==> src/rtl/cmpval_sysreg_bank.sv <==
module cmpval_sysreg_bank #(
  parameter int NUM_REGS = 8,
  parameter int VAL_W    = 40
) (
  input  logic        clk,
  input  logic        rst_n,
  input  logic        acc_valid,
  input  logic        acc_write,
  input  logic [1:0]  acc_op0,
  input  logic [2:0]  acc_op1,
  input  logic [3:0]  acc_crn,
  input  logic [3:0]  acc_crm,
  input  logic [2:0]  acc_op2,
  input  logic [63:0] acc_wdata,
  input  logic [1:0]  cur_el,
  input  logic        el1_trap_en,
  input  logic        el2_trap_en,
  input  logic        el3_trap_en,
  input  logic        el2_enabled,
  input  logic        el2_is64,
  input  logic        el3_present,
  input  logic        el3_is64,
  output logic        res_ok,
  output logic        res_undef,
  output logic        res_trap,
  output logic [1:0]  trap_el,
  output logic [5:0]  trap_class,
  output logic [63:0] rdata
);

  localparam int          DATA_W   = 64;
  localparam int          IDX_W    = 3;
  localparam logic [3:0]  NUM_LIM  = 4'(NUM_REGS);
  localparam logic [5:0]  TRAP_EC  = 6'h18;
  localparam logic [DATA_W-1:0] VAL_MASK =
    (VAL_W >= DATA_W) ? '1 : ((64'd1 << VAL_W) - 64'd1);

  logic             enc_hit;
  logic [IDX_W-1:0] idx;
  logic             idx_exists;
  logic             is_undef;
  logic             trap_go;
  logic [1:0]       trap_tgt;
  logic             wr_en;
  logic [DATA_W-1:0] rd_val;
  logic [DATA_W-1:0] reg_rd [NUM_REGS];

  assign enc_hit = acc_valid && acc_op0 == 2'b10 && acc_op1 == 3'b001 &&
                   acc_crn == 4'b0011 && acc_op2 == 3'b001 && !acc_crm[0];
  assign idx        = acc_crm[3:1];
  assign idx_exists = {1'b0, idx} < NUM_LIM;
  assign is_undef   = (cur_el == 2'd0) || !idx_exists;

  always_comb begin
    trap_go  = 1'b0;
    trap_tgt = 2'd0;
    case (cur_el)
      2'd1: begin
        if (el1_trap_en) begin
          trap_go = 1'b1; trap_tgt = 2'd1;
        end else if (el2_enabled && el2_is64 && el2_trap_en) begin
          trap_go = 1'b1; trap_tgt = 2'd2;
        end else if (el3_present && el3_is64 && el3_trap_en) begin
          trap_go = 1'b1; trap_tgt = 2'd3;
        end
      end
      2'd2: begin
        if (el2_trap_en) begin
          trap_go = 1'b1; trap_tgt = 2'd2;
        end else if (el3_present && el3_is64 && el3_trap_en) begin
          trap_go = 1'b1; trap_tgt = 2'd3;
        end
      end
      2'd3: begin
        if (el3_trap_en) begin
          trap_go = 1'b1; trap_tgt = 2'd3;
        end
      end
      default: ;
    endcase
  end

  assign res_undef  = enc_hit && is_undef;
  assign res_trap   = enc_hit && !is_undef && trap_go;
  assign res_ok     = enc_hit && !is_undef && !trap_go;
  assign trap_el    = res_trap ? trap_tgt : 2'd0;
  assign trap_class = res_trap ? TRAP_EC : 6'd0;
  assign wr_en      = res_ok && acc_write && rst_n;

  for (genvar g = 0; g < NUM_REGS; g++) begin : g_reg
    logic [DATA_W-1:0] val_q;
    always_ff @(posedge clk) begin
      if (wr_en && idx == IDX_W'(g))
        val_q <= acc_wdata & VAL_MASK;
    end
    assign reg_rd[g] = val_q;
  end

  always_comb begin
    rd_val = '0;
    for (int i = 0; i < NUM_REGS; i++)
      if (idx == IDX_W'(i)) rd_val = reg_rd[i];
  end

  assign rdata = (res_ok && !acc_write) ? (rd_val & VAL_MASK) : '0;

endmodule

==> config.mk <==
export PLATFORM = sky130hd
export DESIGN_NAME = cmpval_sysreg_bank
export DESIGN_NICKNAME = d
export VERILOG_FILES = /design/src/rtl/cmpval_sysreg_bank.sv
export SDC_FILE = /design/constraint.sdc
export NUM_CORES = 1
export LEC_CHECK = 0
export BUFFER_PORTS_ARGS = -buffer_cell sky130_fd_sc_hd__buf_2
export CAP_MARGIN = 40
export CORE_ASPECT_RATIO = 0.75
export CORE_MARGIN = 10
export CORE_UTILIZATION = 52
export CTS_CLUSTER_DIAMETER = 50
export CTS_CLUSTER_SIZE = 8
export DETAILED_ROUTE_END_ITERATION = 7
export PLACE_DENSITY = 0.76
export SYNTH_ARGS = -nofsm -noshare
export SYNTH_HDL_FRONTEND = slang
export SYNTH_SLANG_ARGS = --single-unit
==> constraint.sdc <==
create_clock -name clk -period 6.5 [get_ports clk]
set_input_delay 0.975 -clock clk [delete_from_list [all_inputs] [get_ports clk]]
set_output_delay 0.975 -clock clk [all_outputs]
set_load 0.02 [all_outputs]
# Word level (Yosys, flattened, before mapping)
# Index checks and enable logic that the tools add are counted.
op_classes:
  n_reduce_logical: 30
  eq_ne: 14
  muxes: 23
ops:
  columns: ["cell", "count"]
  rows:
  - ["$mux W40", 9]
  - ["$logic_and A1 B1 Y1", 24]
  - ["$eq A3 B3 Y1 const B", 4]
  - ["$mux W2", 6]
  - ["$eq A3 B1 Y1 const B", 3]
  - ["$eq A2 B2 Y1 const B", 3]
  - ["$eq A3 B2 Y1 const B", 2]
  - ["$pmux W2 S3", 1]
  - ["$mux W1", 5]
  - ["$mux W5", 1]
  - ["$eq A4 B2 Y1 const B", 1]
  - ["$logic_not A1 Y1", 4]
  - ["$logic_not A3 Y1", 1]
  - ["$pmux W1 S3", 1]
  - ["$eq A2 B1 Y1 const B", 1]
  - ["$logic_not A2 Y1", 1]
totals:
  wordCells: 75
  in_bits: 93
  reg_bits: 320

# Longest topological paths before layout
logic_depth:
  depth_word: 11
  mapped_depth: 7
  mapped_depth_nobuf: 4

# Worst setup path after synthesis
# OpenSTA, ideal clock, no wires.
synth_timing:
  path_kind: "input -> register"
  from: "input port acc_crm[3]"
  to: "register g_reg[2].val_q[0] (enable)"
  setup_time_ns: 0.537
  arrival_time_ns: 5.696
  stages: 6
  n_path_buf: 4
  required_time_ns: 5.963
  path_slack_ns: 0.267
  cell_sequence: "buf_2 -> nand2b_1 -> buf_2 -> buf_2 -> buf_1 -> nor4_1"
synth_via:
  elab_chain_cells: 2
synth_rtl:
  columns: ["element", "line_no", "rtl"]
  rows:
  - ["start: declaration", "12", "input logic [3:0] acc_crm,"]
  - ["$eq A3 B2 Y1", "93", "if (wr_en && idx == IDX_W'(g))"]
  - ["$logic_and A1 B1 Y1", "93", null]
  - ["end signal: assignment", "94", "val_q <= acc_wdata & VAL_MASK;"]
  - ["end: declaration", "91", "logic [DATA_W-1:0] val_q;"]
# No other way between the ends.
# A chain may end at the register's enable or synchronous reset.

# Final worst setup path
layout_timing:
  from: "input port acc_crm[1]"
  to: "output port rdata[8]"
layout_via:
  elab_chain_cells: 10
layout_rtl:
  columns: ["element", "line_no", "rtl"]
  rows:
  - ["$logic_not A3 Y1", "102", "if (idx == IDX_W'(i)) rd_val = reg_rd[i];"]
  - ["$mux W40 (7 in series)", "102", null]
  - ["$mux W40 *", "102", null]
  - ["$mux W40 *", "105", "assign rdata = (res_ok && !acc_write) ? (rd_val & VAL_MASK) : '0;"]
  - ["end: declaration", "28", "output logic [63:0] rdata"]
# Mark *: on every way between the ends. The rest lies on a longest branch, timed or not.

==> run metrics <==
port bufs=115; CP bufs+invs=5; outcome=finished, final reports clean; placed cells=about 1200; fraction of registers with async set/reset=0; largest net degree at the start of global routing=89; Placed Area=14000 µm²; Site Rows=50; fin crit period=approximately 4.3 ns; RSZ-0062 raised after global routing=false; EDFF count, synth=320; WP data required=5.52 ns; Worst path max stage delay=0.64 ns; Setup violations, final=0; H-tree lvl count=2; DRT Pass-1 Iters=5; die width=slightly above 200 µm; number of cells on the critical path=8; Combinational Power Share=0.043; clk slew on worst S/H paths=0.05 ns; Seq pwr share=0.506; hold endpoint=g_reg[1].val_q[13]; fin cells=1222; crit start category=input port; Fmax achieved=230 MHz; Sw Share=0.203; routability-driven placement congestion ratio=0.745; Initial Utilization=0.527; most frequent cells in the layout=320 x edfxtp_1, 114 x buf_2, 90 x mux2_2; Post-Synthesis Cell Area=roughly 13000 µm²; total congestion overflow=0; Mapped Cells=between 700 and 800; Hold Fails Final Rpt=0; post-synth cell types=41; design area=15200 µm²; commonest non-fill, non-tap cell in the layout=edfxtp_1; Max Cap Viol=0; CTS tree=yes; kind of cell adding the most delay to the critical path=buffers and inverters; DRT Wirelength=approximately 29000 µm; first-pass GRT wire length=45100 µm; Tot GR Track Use=0.183; DIE HEIGHT=157 µm; CP cell instances=buf_6, buf_16, inv_1, buf_4, a211o_1, o21ai_0, nor4_1, buf_2; critical path's slowest cell=inv_1; Initial DRC Count=441; Slew headroom=0.378; Bufs on Longest Clock Path=3; nets@finish=about 970; Num CTS Buffers=46; Ports=about 170; Yosys warning total=0; Seq/Total Area, Yosys=0.735; Worst EP arrival=~3.4 ns; antenna violations before repair=5; period utilization=0.669; ANT nets after route=0; Final Util=0.614; Avg Cell Area, Syn=17.7 µm²; Leakage=between 5 and 6 nW; P_sw=0.912 mW; VDD IR max=0.204 mV; number of flip-flops under the largest register name=320; DR WL/cell=23.9 µm; Reg with most FFs=g.val_q; Setup crit end kind=output port; final slew viol count=0; Root Buffer=clkbuf_16; core area=24800 µm²; vias per cell=5.88; Max FO, Critical Path=between 80 and 90; Hold WC Path Type=in2reg; CP Class=in2out; pwr dens=just under 300 nW/µm²; Area Overhead vs Synth=16.5%; DRC=0; post-CTS setup buffer count=0; DP Wirelength=17000 µm; biggest regs=g.val_q (320); share of layout cells above drive strength 1=0.376; FF+latch count, synth=320; vias after detailed routing=7186; ys flop type=edfxtp_1; CTS Sinks=320; CTS resizes=0; Hold Crit Start=acc_wdata[13]; clock share of power=0.452; die area=32000 µm²; Hold Path Stages=1; P_int=3.59 mW; CTS Hold Bufs=0; Worst Tran Pin Value=0.927 ns; Setup TNS=0 ns; number of global-route vias before repair=7666; hold_ws=0.702 ns
[logic make-up (layout without fill, tap and decap cells)]
group,count (synthesis),after routing,synth area share
muxes,117,117,0.113
DFF,320,320,0.735
AOI/OAI and AO/OA,109,109,0.0574
other,1,30,0.000287
buffers and inverters,81,197,0.0358
and+or+nand+nor,111,111,0.0585
[routing by layer]
| metal | GRT usage | part of all wire |
|---|---|---|
| met5 | 0 | 0.0012 |
| met4 | 0.0578 | 0.019 |
| met3 | 0.0472 | 0.072 |
| met2 | 0.303 | 0.49 |
| met1 | 0.233 | 0.41 |
[stage by stage]
| step | worst slack, ns | total power, mW |
|---|---|---|
| 2_1_floorplan | 0.267 | 2.44 |
| 4_1_cts | 2.17 | 4.53 |
| 5_1_grt | 2.01 | 4.64 |
| 6_report | 2.15 | 4.50 |
| 3_5_place_dp | 2.18 | 2.50 |
| 3_3_place_gp | 1.83 | 2.49 |
[how the worst max path moves through the flow]
stage                     from                end
floorplan           acc_crm[3]  g_reg[2].val_q[0]
global placement    acc_crm[1]          rdata[17]
detailed placement  acc_crm[1]          rdata[35]
CTS                 acc_crm[1]          rdata[35]
global route        acc_crm[1]           rdata[8]
finish              acc_crm[1]           rdata[8]
[final cells by class]
class / count / area [µm²]
clock inverters: 4 / 47.5
inverters: 5 / 18.8
multi-input cells: 365 / 3170
clock buffers: 47 / 1150
well taps: 338 / 423
repair buffers: 141 / 812
fillers: 1817 / 9600
diodes: 2 / 5.00
flip-flops and latches: 320 / 9610
[synth_stat cells, types with 2 or more instances]
master	number	area share
mux2i_1	11	0.0084
and3_1	2	0.00096
nor3_1	33	0.013
nand2b_1	2	0.00096
nor2_1	15	0.0043
buf_6	3	0.0026
nor4_2	20	0.019
clkbuf_1	15	0.0043
o21ai_0	31	0.012
nor4_1	18	0.0086
a211oi_1	4	0.0023
nand2_1	7	0.0020
inv_1	5	0.0014
buf_1	5	0.0014
mux4_2	16	0.028
buf_4	30	0.017
mux2_2	90	0.077
buf_2	23	0.0088
nand4_1	2	0.00096
nor4b_4	2	0.0036
o22ai_1	30	0.014
edfxtp_1	320	0.73
o311a_1	2	0.0015
or2_2	2	0.00096
a21oi_1	3	0.0011
nand3_1	3	0.0011
nor2b_1	2	0.00096
a211o_1	30	0.020
[power groups by stage]
stage                     Clock [mW]  Sequential (mW)  Combinational, mW
final                           2.03             2.27              0.193
after global routing            2.16             2.27              0.210
after CTS                       2.06             2.27              0.192
after detailed placement           0             2.31              0.190
after global placement             0             2.31              0.180
after floorplan                    0             2.31              0.127
Note: power is estimated with default switching activity, not from simulation.
